==> config.mk <==
export PLATFORM = sky130hd
export DESIGN_NAME = lbist_ctrl
export DESIGN_NICKNAME = d
export VERILOG_FILES = /design/src/rtl/lbist_pkg.sv /design/src/rtl/lbist_cfg_regs.sv /design/src/rtl/lbist_prpg.sv /design/src/rtl/lbist_misr.sv /design/src/rtl/lbist_seq.sv /design/src/rtl/lbist_ctrl.sv
export SDC_FILE = /design/constraint.sdc
export NUM_CORES = 1
export LEC_CHECK = 0
export CAP_MARGIN = 20
export CORE_MARGIN = 5
export CORE_UTILIZATION = 30
export CTS_CLUSTER_DIAMETER = 120
export DETAILED_ROUTE_END_ITERATION = 10
export PLACE_DENSITY = 0.57
export SLEW_MARGIN = 20
export SYNTH_ARGS = -nofsm -noshare
export SYNTH_HDL_FRONTEND = slang
export SYNTH_HIERARCHICAL = 1
export SYNTH_SLANG_ARGS = --single-unit
==> constraint.sdc <==
create_clock -name clk -period 3.62 [get_ports clk]
set_input_delay 1.086 -clock clk [delete_from_list [all_inputs] [get_ports clk]]
set_output_delay 1.086 -clock clk [all_outputs]
set_load 0.05 [all_outputs]
==> src/rtl/lbist_pkg.sv <==
package lbist_pkg;

  localparam int unsigned SIG_W = 32;
  localparam int unsigned NSTEP = 8;
  localparam logic [SIG_W-1:0] GEN_POLY     = 32'h8020_0003;
  localparam logic [SIG_W-1:0] GEN_FALLBACK = 32'hC0DE_5EED;

  // configuration register indices
  localparam logic [2:0] RA_SEED   = 3'd0;
  localparam logic [2:0] RA_NPAT   = 3'd1;
  localparam logic [2:0] RA_SLEN   = 3'd2;
  localparam logic [2:0] RA_DEPTH  = 3'd3;
  localparam logic [2:0] RA_STEPLO = 3'd4;
  localparam logic [2:0] RA_STEPHI = 3'd5;
  localparam logic [2:0] RA_EXPECT = 3'd6;
  localparam logic [2:0] RA_CASE   = 3'd7;

  typedef enum logic [2:0] {
    ST_IDLE, ST_SEED, ST_SHIFT, ST_CAPTURE, ST_NEXT, ST_COMPARE
  } seq_state_e;

  // one Galois step, right-shifting
  function automatic logic [SIG_W-1:0] galois_step(input logic [SIG_W-1:0] s);
    return s[0] ? ((s >> 1) ^ GEN_POLY) : (s >> 1);
  endfunction

  // signature update: step, then fold the incoming response word
  function automatic logic [SIG_W-1:0] misr_fold(input logic [SIG_W-1:0] s,
                                                 input logic [SIG_W-1:0] d);
    return galois_step(s) ^ d;
  endfunction

  function automatic logic [SIG_W-1:0] seed_fix(input logic [SIG_W-1:0] s);
    return (s == '0) ? GEN_FALLBACK : s;
  endfunction

endpackage

==> src/rtl/lbist_cfg_regs.sv <==
module lbist_cfg_regs
  import lbist_pkg::*;
#(
  parameter int unsigned CNT_W  = 16,
  parameter int unsigned NDOM   = 3,
  parameter int unsigned CASE_W = 8,
  localparam int unsigned DEPTH_W = $clog2(NSTEP) + 1
) (
  input  logic                        clk,
  input  logic                        rst_n,
  input  logic                        wr_en,
  input  logic [2:0]                  wr_addr,
  input  logic [SIG_W-1:0]            wr_data,
  input  logic                        lock,
  output logic [SIG_W-1:0]            seed,
  output logic [CNT_W-1:0]            npat,
  output logic [CNT_W-1:0]            shift_len,
  output logic [DEPTH_W-1:0]          depth,
  output logic [NSTEP-1:0][NDOM-1:0]  steps,
  output logic [SIG_W-1:0]            expect_sig,
  output logic [CASE_W-1:0]           case_val
);

  localparam int unsigned HALF = NSTEP / 2;

  logic wr_ok;
  assign wr_ok = wr_en && !lock;

  always_ff @(posedge clk or negedge rst_n) begin
    if (!rst_n) begin
      seed       <= '0;
      npat       <= CNT_W'(1);
      shift_len  <= CNT_W'(1);
      depth      <= DEPTH_W'(1);
      steps      <= '0;
      expect_sig <= '0;
      case_val   <= '0;
    end else if (wr_ok) begin
      case (wr_addr)
        RA_SEED:   seed       <= wr_data;
        RA_NPAT:   npat       <= wr_data[CNT_W-1:0];
        RA_SLEN:   shift_len  <= wr_data[CNT_W-1:0];
        RA_DEPTH:  depth      <= wr_data[DEPTH_W-1:0];
        RA_STEPLO: for (int j = 0; j < HALF; j++) steps[j]        <= wr_data[8*j +: NDOM];
        RA_STEPHI: for (int j = 0; j < HALF; j++) steps[HALF + j] <= wr_data[8*j +: NDOM];
        RA_EXPECT: expect_sig <= wr_data;
        default:   case_val   <= wr_data[CASE_W-1:0];
      endcase
    end
  end

  // nothing moves while a session holds the lock
  p_locked_cfg_r10: assert property (@(posedge clk) disable iff (!rst_n)
    lock |=> $stable({seed, npat, shift_len, depth, steps, expect_sig, case_val}));

endmodule

==> src/rtl/lbist_prpg.sv <==
module lbist_prpg
  import lbist_pkg::*;
#(
  parameter int unsigned NCH = 4
) (
  input  logic              clk,
  input  logic              rst_n,
  input  logic              load,
  input  logic [SIG_W-1:0]  seed,
  input  logic              adv,
  input  logic              drive_en,
  output logic [NCH-1:0]    scan_in,
  output logic [SIG_W-1:0]  gen_state
);

  always_ff @(posedge clk or negedge rst_n) begin
    if (!rst_n)      gen_state <= GEN_FALLBACK;
    else if (load)   gen_state <= seed_fix(seed);
    else if (adv)    gen_state <= galois_step(gen_state);
  end

  assign scan_in = drive_en ? gen_state[NCH-1:0] : '0;

  // the zero-seed substitution keeps the generator out of its lock-up state
  p_gen_nonzero_r2: assert property (@(posedge clk) disable iff (!rst_n)
    gen_state != '0);

  // a load takes the substituted seed in the following cycle
  p_gen_load_r2: assert property (@(posedge clk) disable iff (!rst_n)
    load && (seed != '0) |=> gen_state == $past(seed));

endmodule

==> src/rtl/lbist_misr.sv <==
module lbist_misr
  import lbist_pkg::*;
#(
  parameter int unsigned NCH = 4
) (
  input  logic              clk,
  input  logic              rst_n,
  input  logic              clear,
  input  logic              en,
  input  logic [NCH-1:0]    resp,
  input  logic [NCH-1:0]    xmask,
  output logic [SIG_W-1:0]  sig
);

  logic [NCH-1:0]   resp_clean;
  logic [SIG_W-1:0] fold_word;

  assign resp_clean = resp & ~xmask;
  assign fold_word  = {{(SIG_W-NCH){1'b0}}, resp_clean};

  always_ff @(posedge clk or negedge rst_n) begin
    if (!rst_n)     sig <= '0;
    else if (clear) sig <= '0;
    else if (en)    sig <= misr_fold(sig, fold_word);
  end

  // a cleared signature reads zero next cycle
  p_misr_clear_r7: assert property (@(posedge clk) disable iff (!rst_n)
    clear |=> sig == '0);

  // with every bit masked the response cannot reach the signature
  p_xmask_blocks_r8: assert property (@(posedge clk) disable iff (!rst_n)
    en && !clear && (xmask == '1) |=> sig == galois_step($past(sig)));

endmodule

==> src/rtl/lbist_seq.sv <==
module lbist_seq
  import lbist_pkg::*;
#(
  parameter int unsigned CNT_W = 16,
  parameter int unsigned NDOM  = 3,
  localparam int unsigned IDX_W   = $clog2(NSTEP),
  localparam int unsigned DEPTH_W = IDX_W + 1
) (
  input  logic                        clk,
  input  logic                        rst_n,
  input  logic                        start,
  input  logic [CNT_W-1:0]            npat,
  input  logic [CNT_W-1:0]            shift_len,
  input  logic [DEPTH_W-1:0]          depth,
  input  logic [NSTEP-1:0][NDOM-1:0]  steps,
  output logic                        scan_en,
  output logic [NDOM-1:0]             dom_en,
  output logic                        gen_load,
  output logic                        gen_adv,
  output logic                        drive_en,
  output logic                        misr_clear,
  output logic                        misr_en,
  output logic                        done,
  output logic                        busy
);

  seq_state_e        state;
  logic [CNT_W-1:0]  pat_cnt;
  logic [CNT_W-1:0]  shift_cnt;
  logic [IDX_W-1:0]  step_idx;
  logic              unload_q;

  // named internal events
  logic [CNT_W:0]    shift_nxt;
  logic [CNT_W:0]    pat_nxt;
  logic [DEPTH_W-1:0] step_nxt;
  logic [IDX_W-1:0]  idx_nxt;
  logic              shift_last;
  logic              pat_last;
  logic              step_last;
  logic [NDOM-1:0]   cur_mask;
  logic              next_mask_zero;

  assign shift_nxt  = {1'b0, shift_cnt} + {{CNT_W{1'b0}}, 1'b1};
  assign pat_nxt    = {1'b0, pat_cnt} + {{CNT_W{1'b0}}, 1'b1};
  assign step_nxt   = {1'b0, step_idx} + {{IDX_W{1'b0}}, 1'b1};
  assign idx_nxt    = step_idx + IDX_W'(1);
  assign shift_last = shift_nxt >= {1'b0, shift_len};
  assign pat_last   = pat_nxt >= {1'b0, npat};
  assign cur_mask   = steps[step_idx];
  assign next_mask_zero = (step_idx == IDX_W'(NSTEP-1)) || (steps[idx_nxt] == '0);
  assign step_last  = (step_nxt >= depth) || next_mask_zero || (cur_mask == '0);

  always_ff @(posedge clk or negedge rst_n) begin
    if (!rst_n) begin
      state     <= ST_IDLE;
      pat_cnt   <= '0;
      shift_cnt <= '0;
      step_idx  <= '0;
      unload_q  <= 1'b0;
    end else begin
      case (state)
        ST_IDLE, ST_COMPARE: if (start) state <= ST_SEED;
        ST_SEED: begin
          pat_cnt   <= '0;
          shift_cnt <= '0;
          step_idx  <= '0;
          unload_q  <= 1'b0;
          state     <= ST_SHIFT;
        end
        ST_SHIFT: begin
          if (shift_last) begin
            shift_cnt <= '0;
            step_idx  <= '0;
            state     <= unload_q ? ST_COMPARE : ST_CAPTURE;
          end else begin
            shift_cnt <= shift_nxt[CNT_W-1:0];
          end
        end
        ST_CAPTURE: begin
          if (step_last) state <= ST_NEXT;
          else           step_idx <= idx_nxt;
        end
        ST_NEXT: begin
          pat_cnt <= pat_nxt[CNT_W-1:0];
          if (pat_last) unload_q <= 1'b1;
          state <= ST_SHIFT;
        end
        default: state <= ST_IDLE;
      endcase
    end
  end

  assign scan_en    = (state == ST_SHIFT);
  assign dom_en     = (state == ST_SHIFT)   ? '1 :
                      (state == ST_CAPTURE) ? cur_mask : '0;
  assign gen_load   = (state == ST_SEED);
  assign gen_adv    = scan_en && !unload_q;
  assign drive_en   = scan_en && !unload_q;
  assign misr_clear = (state == ST_SEED);
  assign misr_en    = scan_en && (pat_cnt != '0);
  assign done       = (state == ST_COMPARE);
  assign busy       = (state != ST_IDLE) && (state != ST_COMPARE);

  // shifting clocks every domain
  p_shift_all_dom_r6: assert property (@(posedge clk) disable iff (!rst_n)
    scan_en |-> dom_en == '1);

  // shift counter never passes the programmed length
  p_shift_bound_r3: assert property (@(posedge clk) disable iff (!rst_n)
    scan_en && (shift_len != '0) |-> shift_cnt < shift_len);

  // capture index stays inside the programmed depth
  p_cap_bound_r5: assert property (@(posedge clk) disable iff (!rst_n)
    (state == ST_CAPTURE) && (depth != '0) |-> {1'b0, step_idx} < depth);

  // completion holds until a new start
  p_done_hold_r9: assert property (@(posedge clk) disable iff (!rst_n)
    done && !start |=> done);

  // the first pass never compacts
  p_first_pass_quiet_r7: assert property (@(posedge clk) disable iff (!rst_n)
    gen_load |=> !misr_en);

endmodule

==> src/rtl/lbist_ctrl.sv <==
module lbist_ctrl
  import lbist_pkg::*;
#(
  parameter int unsigned NCH    = 4,
  parameter int unsigned NDOM   = 3,
  parameter int unsigned CNT_W  = 16,
  parameter int unsigned CASE_W = 8
) (
  input  logic              clk,
  input  logic              rst_n,
  input  logic              cfg_we,
  input  logic [2:0]        cfg_addr,
  input  logic [31:0]       cfg_wdata,
  input  logic              start,
  output logic              done,
  output logic              pass,
  output logic [NDOM-1:0]   dom_clk_en,
  output logic              scan_en,
  output logic [NCH-1:0]    scan_in,
  input  logic [NCH-1:0]    scan_out,
  input  logic [NCH-1:0]    xmask,
  output logic [CASE_W-1:0] case_ctl
);

  localparam int unsigned DEPTH_W = $clog2(NSTEP) + 1;

  logic [SIG_W-1:0]           seed_w, expect_w, sig_w, gen_w;
  logic [CNT_W-1:0]           npat_w, slen_w;
  logic [DEPTH_W-1:0]         depth_w;
  logic [NSTEP-1:0][NDOM-1:0] steps_w;
  logic                       busy_w, load_w, adv_w, drive_w, clr_w, men_w;
  logic                       sig_match;

  lbist_cfg_regs #(.CNT_W(CNT_W), .NDOM(NDOM), .CASE_W(CASE_W)) u_cfg (
    .clk(clk), .rst_n(rst_n), .wr_en(cfg_we), .wr_addr(cfg_addr),
    .wr_data(cfg_wdata), .lock(busy_w), .seed(seed_w), .npat(npat_w),
    .shift_len(slen_w), .depth(depth_w), .steps(steps_w),
    .expect_sig(expect_w), .case_val(case_ctl)
  );

  lbist_seq #(.CNT_W(CNT_W), .NDOM(NDOM)) u_seq (
    .clk(clk), .rst_n(rst_n), .start(start), .npat(npat_w),
    .shift_len(slen_w), .depth(depth_w), .steps(steps_w),
    .scan_en(scan_en), .dom_en(dom_clk_en), .gen_load(load_w),
    .gen_adv(adv_w), .drive_en(drive_w), .misr_clear(clr_w),
    .misr_en(men_w), .done(done), .busy(busy_w)
  );

  lbist_prpg #(.NCH(NCH)) u_prpg (
    .clk(clk), .rst_n(rst_n), .load(load_w), .seed(seed_w), .adv(adv_w),
    .drive_en(drive_w), .scan_in(scan_in), .gen_state(gen_w)
  );

  lbist_misr #(.NCH(NCH)) u_misr (
    .clk(clk), .rst_n(rst_n), .clear(clr_w), .en(men_w),
    .resp(scan_out), .xmask(xmask), .sig(sig_w)
  );

  assign sig_match = (sig_w == expect_w);
  assign pass      = done && sig_match;

  // pass only ever accompanies done
  p_pass_with_done_r9: assert property (@(posedge clk) disable iff (!rst_n)
    pass |-> done);

  // the signature is frozen while the result is shown
  p_sig_frozen_r9: assert property (@(posedge clk) disable iff (!rst_n)
    done && !start |=> $stable(sig_w));

  // the unload pass does not touch the generator
  p_unload_gen_idle_r11: assert property (@(posedge clk) disable iff (!rst_n)
    scan_en && !drive_w |=> $stable(gen_w));

endmodule

# --- After elaboration in Yosys (flattened, before gate mapping) ---
# Cells that the tools add are included.
op_classes:
  addsub: 4
  order_cmp: 5
  n_eq_ne: 19
  muxes: 27
  bitwise: 6
  reduce_logical: 36
op_table:
  columns: ["cell", "n"]
  rows:
  - ["32-bit 2-to-1 mux", 7]
  - ["16-bit case mux with 2 select lines", 2]
  - ["16-bit by 1-bit adder with 17-bit output (second input constant)", 2]
  - ["17-bit by 16-bit greater-or-equal comparator with 1-bit output", 2]
  - ["32-bit equality test", 1]
  - ["32-bit zero test", 1]
  - ["32-bit by 4-bit XOR with 32-bit output", 1]
  - ["3-bit 2-to-1 mux", 10]
  - ["3-bit binary-select mux with 3-bit select", 2]
  - ["3-bit equality test (second input constant)", 6]
  - ["2-bit AND reduction", 9]
  - ["16-bit 2-to-1 mux", 1]
  - ["16-bit nonzero test", 1]
  - ["3-bit by 2-bit equality test with 1-bit output (second input constant)", 4]
  - ["3-bit zero test", 4]
  - ["3-bit case mux with 4 select lines", 1]
  - ["3-bit case mux with 3 select lines", 1]
  - ["3-bit by 4-bit < comparator with 1-bit output (second input constant)", 2]
  - ["3-bit NOT with 4-bit output", 2]
  - ["2-bit nonzero test", 4]
  - ["7-bit OR reduction", 1]
  - ["3-bit by 1-bit equality test with 1-bit output (second input constant)", 2]
  - ["2-bit != test (second input constant)", 3]
  - ["3-bit AND reduction", 2]
  - ["other kinds (16)", 26]
word_totals:
  regBits: 235
  in_bits: 47
  out_inout_bits: 18
  wordCells: 118

# --- Longest topological paths before layout ---
# Gate-level depths: netlist of the first run.
depth:
  word_depth: 9
  mapped_depth: 14
  depth_no_buf: 12

# --- By module ---
# Netlist of the first run, hierarchy kept.
modules_own_cells:
  columns: ["module", "instances", "cells_each", "area_each_um2", "seq_area_each_um2"]
  rows:
  - ["lbist_cfg_regs", 1, 288, 5009.8, 3306.9]
  - ["lbist_seq", 1, 414, 3712.3, 975.9]
  - ["lbist_prpg", 1, 181, 1715.4, 824.5]
  - ["lbist_misr", 1, 119, 1483.9, 800.8]
  - ["lbist_ctrl", 1, 44, 355.3, 0.0]

# --- Worst setup path before layout of the first run ---
# Ideal clock, no wire load.
synth_timing:
  path_kind: "register to register"
  startpoint: "register u_seq.shift_cnt[2]"
  endpoint: "register u_seq.state[1]"
  setup_ps: 139
  arrival_ps: 2990
  required_ps: 3481
  slack_ps: 492
  path_stages_with_launch: 14
  n_path_buf: 1
  period_less_slack_ps: 3128
  path_cell_list: "dfrtp_1 -> nand3_1 -> nor2_1 -> and3_1 -> clkbuf_1 -> nand3_1 -> xnor2_1 -> ha_1 -> and4_1 -> nand2_1 -> or3b_2 -> o211ai_2 -> nor2_1 -> or4b_1"
synth_via:
  elab_chain_len: 4
synth_lines:
  columns: ["element", "line", "rtl"]
  rows:
  - ["from (decl)", "lbist_seq.sv:29", "logic [CNT_W-1:0] shift_cnt;"]
  - ["from (signal assigned)", "lbist_seq.sv:77", "shift_cnt <= shift_nxt[CNT_W-1:0];"]
  - ["16-bit by 1-bit adder with 17-bit output", "lbist_seq.sv:44", "assign shift_nxt = {1'b0, shift_cnt} + {{CNT_W{1'b0}}, 1'b1};"]
  - ["17-bit by 16-bit greater-or-equal comparator with 1-bit output", "lbist_seq.sv:48", "assign shift_last = shift_nxt >= {1'b0, shift_len};"]
  - ["2-bit != test (no line)", null, null]
  - ["3-bit AND reduction (no line)", null, null]
  - ["to (signal assigned)", "lbist_seq.sv:75", "state <= unload_q ? ST_COMPARE : ST_CAPTURE;"]
  - ["to (decl)", "lbist_seq.sv:27", "seq_state_e state;"]
# No other way between the ends.
# A chain may end at the register's enable or synchronous reset.

# --- Worst setup path after layout of the first run ---
layout_timing:
  startpoint: "register u_seq.state[2]"
  endpoint: "output port scan_en"
layout_via:
  elab_chain_len: 1
layout_lines:
  columns: ["element", "line", "rtl"]
  rows:
  - ["3-bit by 2-bit equality test with 1-bit output", "lbist_seq.sv:94", "assign scan_en = (state == ST_SHIFT);"]
  - ["to (decl)", "lbist_ctrl.sv:18", "output logic scan_en,"]
# No other way between the ends.

==> impl_metrics.env, run 1 <==
export IMPL_area_growth_pct=16.7
export IMPL_outcome="complete, no violations"
export IMPL_clkSinkCount=235
export IMPL_ff_latch_area_sq_um=5910
export IMPL_placed_cells=1620
export IMPL_diodes=0
export IMPL_final_nets=1205
export IMPL_io_pins=65
export IMPL_critical_path_buf_inv_count=2
export IMPL_cp_top_family="buffers and inverters"
export IMPL_clock_fmax_ghz=0.286
export IMPL_ys_top_cells_by_count="dfrtp_1 (213), mux2_2 (123), nor2_1 (63), inv_1 (61), nand2_1 (46)"
export IMPL_gp_congestion=0.834
export IMPL_wl_mm=29.5
export IMPL_hold_ws_ps=500
export IMPL_postCtsHoldBufs=0
export IMPL_yosysMostFrequentCell="dfrtp_1"
export IMPL_hpwl_mm=21.0
export IMPL_worstPathArrival_ps=2410
export IMPL_initial_utilization_pct=30.2
export IMPL_clock_latency_ps=550
export IMPL_avgViaCountPerCell=4.84
export IMPL_ys_seq_area_share_pct=48.1
export IMPL_relSlewSlack_pct=46.5
export IMPL_synth_fp_nets=1134
export IMPL_min_period_over_period_pct=96.4
export IMPL_synth_area_sq_um=12300
export IMPL_post_cts_buffers=0
export IMPL_multi_input_area_sq_um=5810
export IMPL_die_area_sq_um=45100
export IMPL_antenna_found_initial=2
export IMPL_wl_per_cell_microns=17.7
export IMPL_cts_resized=2
export IMPL_setup_violations=0
export IMPL_synth_avg_cell_area_sq_um=11.7
export IMPL_power_density_nw_per_um2=773
export IMPL_stdcell_area_sq_um=14300
export IMPL_path_class="reg -> out"
export IMPL_final_setup_tns_ps=0
export IMPL_synth_edff_count=0
export IMPL_ys_async_sr_fraction_pct=100
export IMPL_cts_tree="done"
export IMPL_endpoint_kind="output port"
export IMPL_min_path_cells=2
export IMPL_required_ps=2530
export IMPL_gr_total_overflow=0
export IMPL_fillers=3974
export IMPL_reg2reg_from="u_seq/shift_cnt[2]"
export IMPL_reg2reg_to="u_seq/step_idx[2]"
export IMPL_yosys_warnings=6
export IMPL_rsz0062_at_grt="no"
export IMPL_layout_drive_gt1_share_pct=23.5
export IMPL_drcViolationCount=0
export IMPL_hold_path_class="reg -> reg"
export IMPL_worstPathMaxFanout=8
export IMPL_die_h_microns=212
export IMPL_cpMaxStageDelayCell="clkdlybuf4s50_1"
export IMPL_cts_buffers=27
export IMPL_placed_area_sq_um=13500
export IMPL_io_buffers=64
export IMPL_ys_types=74
export IMPL_hold_violations=0
export IMPL_rows=74
export IMPL_grt_pass1_wl_mm=48.0
export IMPL_fin_skew_ps=17.2
export IMPL_drt_first_iter_violations=493
export IMPL_fp_coreArea_sq_um=40600
export IMPL_synthFlopType="dfrtp_1"
export IMPL_ff2ff_path_depth=13
export IMPL_cts_buffer_depth=3
export IMPL_synth_area_top_cells="dfrtp_1 (43%), mux2_2 (11%), dfstp_2 (4.7%)"
export IMPL_start_kind="flop"
export IMPL_grt_pass1_vias=8457
export IMPL_critPathMaxStageDelay_ps=820
export IMPL_track_usage_pct=13.2
export IMPL_finalNonFillerCells=1670
export IMPL_first_pass_iters=4
export IMPL_path_clk_slew_ps=60
export IMPL_min_to="u_prpg/gen_state[8]"
export IMPL_worstMarginPinSlew_ps=800
export IMPL_ys_ff_latch=235
export IMPL_post_route_util_pct=35.3
export IMPL_cap_violations=0
export IMPL_p_leak_nw=6.50
export IMPL_htree_levels=1
export IMPL_drv_slew=0
export IMPL_vias=8081
export IMPL_hold_path_startpoint="u_cfg/seed[8]"
export IMPL_ant_nets=0
export IMPL_yosysTopAreaCell="dfrtp_1"
export IMPL_min_period_ps=3490
export IMPL_cts_root_buf="clkbuf_16"
export IMPL_rrSetupSlack_ps=240
export IMPL_synthCells=1046
export IMPL_crit_path_cell_trace="and2b_2, nand2b_4, inv_1, clkdlybuf4s50_1"
export IMPL_synth_top_cell_area_share_pct=43.4
export IMPL_grt_max_degree=86
export IMPL_peakVddDrop_v=0.000489
export IMPL_dieWidth_microns=212
## cell usage in the layout, fill, tap and decap left out, drive strengths merged, types with 40 or more instances in the layout
cell type        n
mux2i           41
mux2           138
dfrtp          213
xor2            41
clkbuf          45
o21ai           40
nand2           47
inv             64
clkdlybuf4s50   55
ha              41
nor2            63
## flip-flops by register name, indices dropped and copies added, names as in the netlist
name and cells:
u_cfg/case_val 8, u_cfg/npat 16, u_seq/step_idx 3, u_cfg/shift_len 16, u_cfg/steps 24, u_misr/sig 32
u_prpg/gen_state 32, u_seq/pat_cnt 16, u_cfg/depth 4, u_seq/state 3, u_cfg/expect_sig 32, u_seq/shift_cnt 16
u_cfg/seed 32, u_seq/unload_q 1
## stage by stage
| stage | total power [W] | worst slack (ps) |
|---|---|---|
| floorplan | 0.00741 | 492 |
| global placement | 0.00849 | 300 |
| detailed placement | 0.00858 | 218 |
| CTS | 0.0112 | 51.8 |
| global route | 0.0118 | 38.4 |
| finish | 0.0111 | 129 |
## worst max-delay path by stage
stage | startpoint | end | slack [ps] | depth (start not counted)
finish | u_seq/state[2] | scan_en | 130 | 4
global route | u_seq/state[2] | scan_en | 40 | 4
CTS | u_seq/step_idx[2] | dom_clk_en[2] | 50 | 4
detailed placement | u_seq/shift_cnt[2] | u_seq/state[1] | 220 | 12
global placement | u_seq/shift_cnt[2] | u_seq/step_idx[2] | 300 | 13
floorplan | u_seq/shift_cnt[2] | u_seq/state[1] | 490 | 13
## report_power, final
part / switching (W) / internal (W)
clock: 0.00110 / 0.00148
combinational: 0.00219 / 0.00196
sequential: 0.000709 / 0.00364
total: 0.00400 / 0.00708
## kinds of logic (layout without fill, tap and decap cells)
group	Yosys count	after routing	share of synthesized area [%]
AOI/OAI and AO/OA	147	147	8.28
adders and majority gates	41	41	4.18
xor gates and xnor gates	68	68	4.85
DFF	235	235	48.1
muxes	189	189	18.5
buffers and inverters	112	204	4.76
and+or+nand+nor	254	254	11.3
## tightest hold or removal path, stage by stage, from the launching register on
cell     delay, ps
dfrtp_1        360
nand2_1         50
o21ai_0         60
## per-layer routing
layer	up-vias	part of all wire, %	GRT usage, %
met5	-	0	0
met4	0	1.8	2.54
met3	31	3.1	1.92
met2	114	46	21.3
met1	4055	49	19.0
li1	3881	-	-
## layout make-up
type | count | share of cell area, %
flip-flops and latches | 235 | 41.2
inverters | 61 | 1.60
clock inverters | 5 | 0.332
clock buffers | 45 | 5.46
multi-input cells | 699 | 40.6
well taps | 532 | 4.64
repair buffers | 93 | 6.16
No activity file was read; power rests on OpenSTA's default activity.
==> inputs of run 2 (changes only) <==
- CTS_CLUSTER_SIZE: default -> 28
==> impl_metrics.env, run 2 (synthesis results as in run 1) <==
export IMPL_htree_levels=1
export IMPL_power_frac_clock_pct=15.4
export IMPL_cts_tree="done"
export IMPL_finalNonFillerCells=1640
export IMPL_placed_cells=1620
export IMPL_wl_mm=29.1
export IMPL_diodes=0
export IMPL_cts_root_buf="clkbuf_16"
export IMPL_min_period_ps=3500
export IMPL_reg2reg_to="u_seq/state[1]"
export IMPL_rows=74
export IMPL_power_density_nw_per_um2=724
export IMPL_cpMaxStageDelayCell="dfrtp_1"
export IMPL_track_usage_pct=13.0
export IMPL_io_pins=65
export IMPL_path_class="reg -> out"
export IMPL_fin_skew_ps=22.4
export IMPL_most_common_layout_cells="dfrtp_1 (212), mux2_2 (123), nor2_1 (62), inv_1 (60), clkdlybuf4s50_1 (55)"
export IMPL_drcViolationCount=0
export IMPL_area_growth_pct=12.9
export IMPL_gr_total_overflow=0
export IMPL_layout_drive_gt1_share_pct=22.0
export IMPL_reg2reg_from="u_seq/shift_cnt[2]"
export IMPL_final_setup_tns_ps=0
export IMPL_clock_latency_ps=500
export IMPL_hold_path_class="reg -> reg"
export IMPL_clock_fmax_ghz=0.286
export IMPL_peakVddDrop_v=0.000397
export IMPL_hold_path_startpoint="u_cfg/shift_len[10]"
export IMPL_drv_slew=0
export IMPL_cts_buffers=12
export IMPL_p_leak_nw=6.26
export IMPL_endpoint_kind="output port"
export IMPL_initial_utilization_pct=30.2
export IMPL_clkSinkCount=235
export IMPL_cp_top_family="multiplexers"
export IMPL_required_ps=2530
export IMPL_avgViaCountPerCell=4.86
export IMPL_worstPathArrival_ps=2410
export IMPL_power_share_switching_pct=37.8
export IMPL_grt_max_degree=86
export IMPL_vias=7978
export IMPL_outcome="complete, no violations"
export IMPL_hold_violations=0
export IMPL_fillers=4011
export IMPL_min_to="u_cfg/shift_len[10]"
export IMPL_relSlewSlack_pct=46.8
export IMPL_rrSetupSlack_ps=230
export IMPL_min_path_cells=1
export IMPL_multi_input_area_sq_um=5810
export IMPL_cts_buffer_depth=3
export IMPL_finalPower_w=0.0100
export IMPL_switching_power_w=0.00379
export IMPL_final_nets=1190
export IMPL_grt_pass1_vias=8251
export IMPL_p_seq_share_pct=43.2
export IMPL_worstPathMaxFanout=9
export IMPL_post_cts_buffers=0
export IMPL_grt_pass1_wl_mm=47.2
export IMPL_min_period_over_period_pct=96.6
export IMPL_critical_path_buf_inv_count=2
export IMPL_path_clk_slew_ps=110
export IMPL_wl_per_cell_microns=17.7
export IMPL_critPathMaxStageDelay_ps=630
export IMPL_drt_first_iter_violations=410
export IMPL_start_kind="flop"
export IMPL_crit_top_cell="buf_4"
export IMPL_gp_congestion=0.834
export IMPL_die_area_sq_um=45100
export IMPL_dieWidth_microns=212
export IMPL_final_common_cell="dfrtp_1"
export IMPL_rsz0062_at_grt="no"
export IMPL_ff2ff_path_depth=12
export IMPL_cap_violations=0
export IMPL_first_pass_iters=5
export IMPL_setup_violations=0
export IMPL_io_buffers=64
export IMPL_antenna_found_initial=2
export IMPL_crit_path_cell_trace="buf_4, mux4_1, mux2i_1, a21oi_1, buf_4"
export IMPL_worstMarginPinSlew_ps=797
export IMPL_ant_nets=0
export IMPL_fp_coreArea_sq_um=40600
export IMPL_die_h_microns=212
export IMPL_p_comb_share_pct=41.4
export IMPL_p_int_w=0.00623
export IMPL_ff_latch_area_sq_um=5910
export IMPL_hpwl_mm=21.0
## run 2: cell types whose count changed in the layout (fill, tap and decap cells not counted)
| cell | previous run | this run |
|---|---|---|
| dfrtp_2 | 2 | 1 |
| clkinv_8 | 0 | 1 |
| dfrtp_1 | 211 | 212 |
| clkbuf_8 | 4 | 0 |
| clkbuf_1 | 14 | 6 |
| clkbuf_16 | 27 | 12 |
| inv_6 | 2 | 0 |
| clkinv_2 | 2 | 0 |
## run 2: worst max-delay path by stage
stage	startpoint	to	slack (ps)	depth (start not counted)
after floorplan	u_seq/shift_cnt[2]	u_seq/state[1]	490	13
after global placement	u_seq/shift_cnt[2]	u_seq/step_idx[2]	300	13
after detailed placement	u_seq/shift_cnt[2]	u_seq/state[1]	220	12
after CTS	u_seq/step_idx[2]	dom_clk_en[2]	80	4
after global routing	u_seq/step_idx[0]	dom_clk_en[0]	1	5
final	u_seq/step_idx[0]	dom_clk_en[0]	120	5
## run 2: per-layer routing
layer,vias to the layer above,GRT usage [%],part of all wire (%)
li1,3831,-,-
met1,3994,19.0,49
met2,130,21.0,46
met3,23,1.61,3.1
met4,0,2.23,1.5
met5,-,0,0
## run 2: cell type report
type,count,share of cell area (%)
sequential,235,42.6
multi-input combinational,699,41.9
timing repair buffer,93,6.37
tap,532,4.80
clock buffer,18,2.33
inverter,61,1.65
clock inverter,2,0.262
## run 2: power groups by stage
stage,Clock [W],Sequential [W],Combinational [W]
after floorplan,0,0.00428,0.00313
after global placement,0,0.00436,0.00412
after detailed placement,0,0.00439,0.00419
after CTS,0.00161,0.00434,0.00420
after global routing,0.00170,0.00447,0.00458
final,0.00155,0.00433,0.00415
## run 2: worst register-to-register path: cells and delay by family, from the launching register on
| kind | cells | cell delay [ps] |
|---|---|---|
| flip-flops | 1 | 460 |
| adder cells (fa/ha/maj) | 1 | 300 |
| AND/OR/NAND/NOR | 9 | 2280 |
| AO/OA/AOI/OAI | 1 | 90 |
| XOR/XNOR | 1 | 160 |
## run 2: repair_timing
item / in CTS / in global routing
hold buffers: 0 / 0
endpoints found under the setup margin: 2 / 5
gates resized for setup: 2 / 2
## run 2: metrics by stage
stage                     hold WS, ps  worst slack, ps  util [%]  area, sq um
after CTS                         519             78.5      34.1        13900
final                             517              124      34.1        13900
after floorplan                   466              492         -        12300
after global routing              539             1.45      34.1        13900
after detailed placement          493              218      33.2        13500
after global placement            486              300      33.2        13500
==> inputs of run 3 (changes only) <==
- ABC_CLOCK_PERIOD_IN_PS: default -> 3620
- GPL_ROUTABILITY_DRIVEN: default -> 0
==> results of run 3 <==
Same layout as run 2: the final DEF is identical, and so are final timing and power.
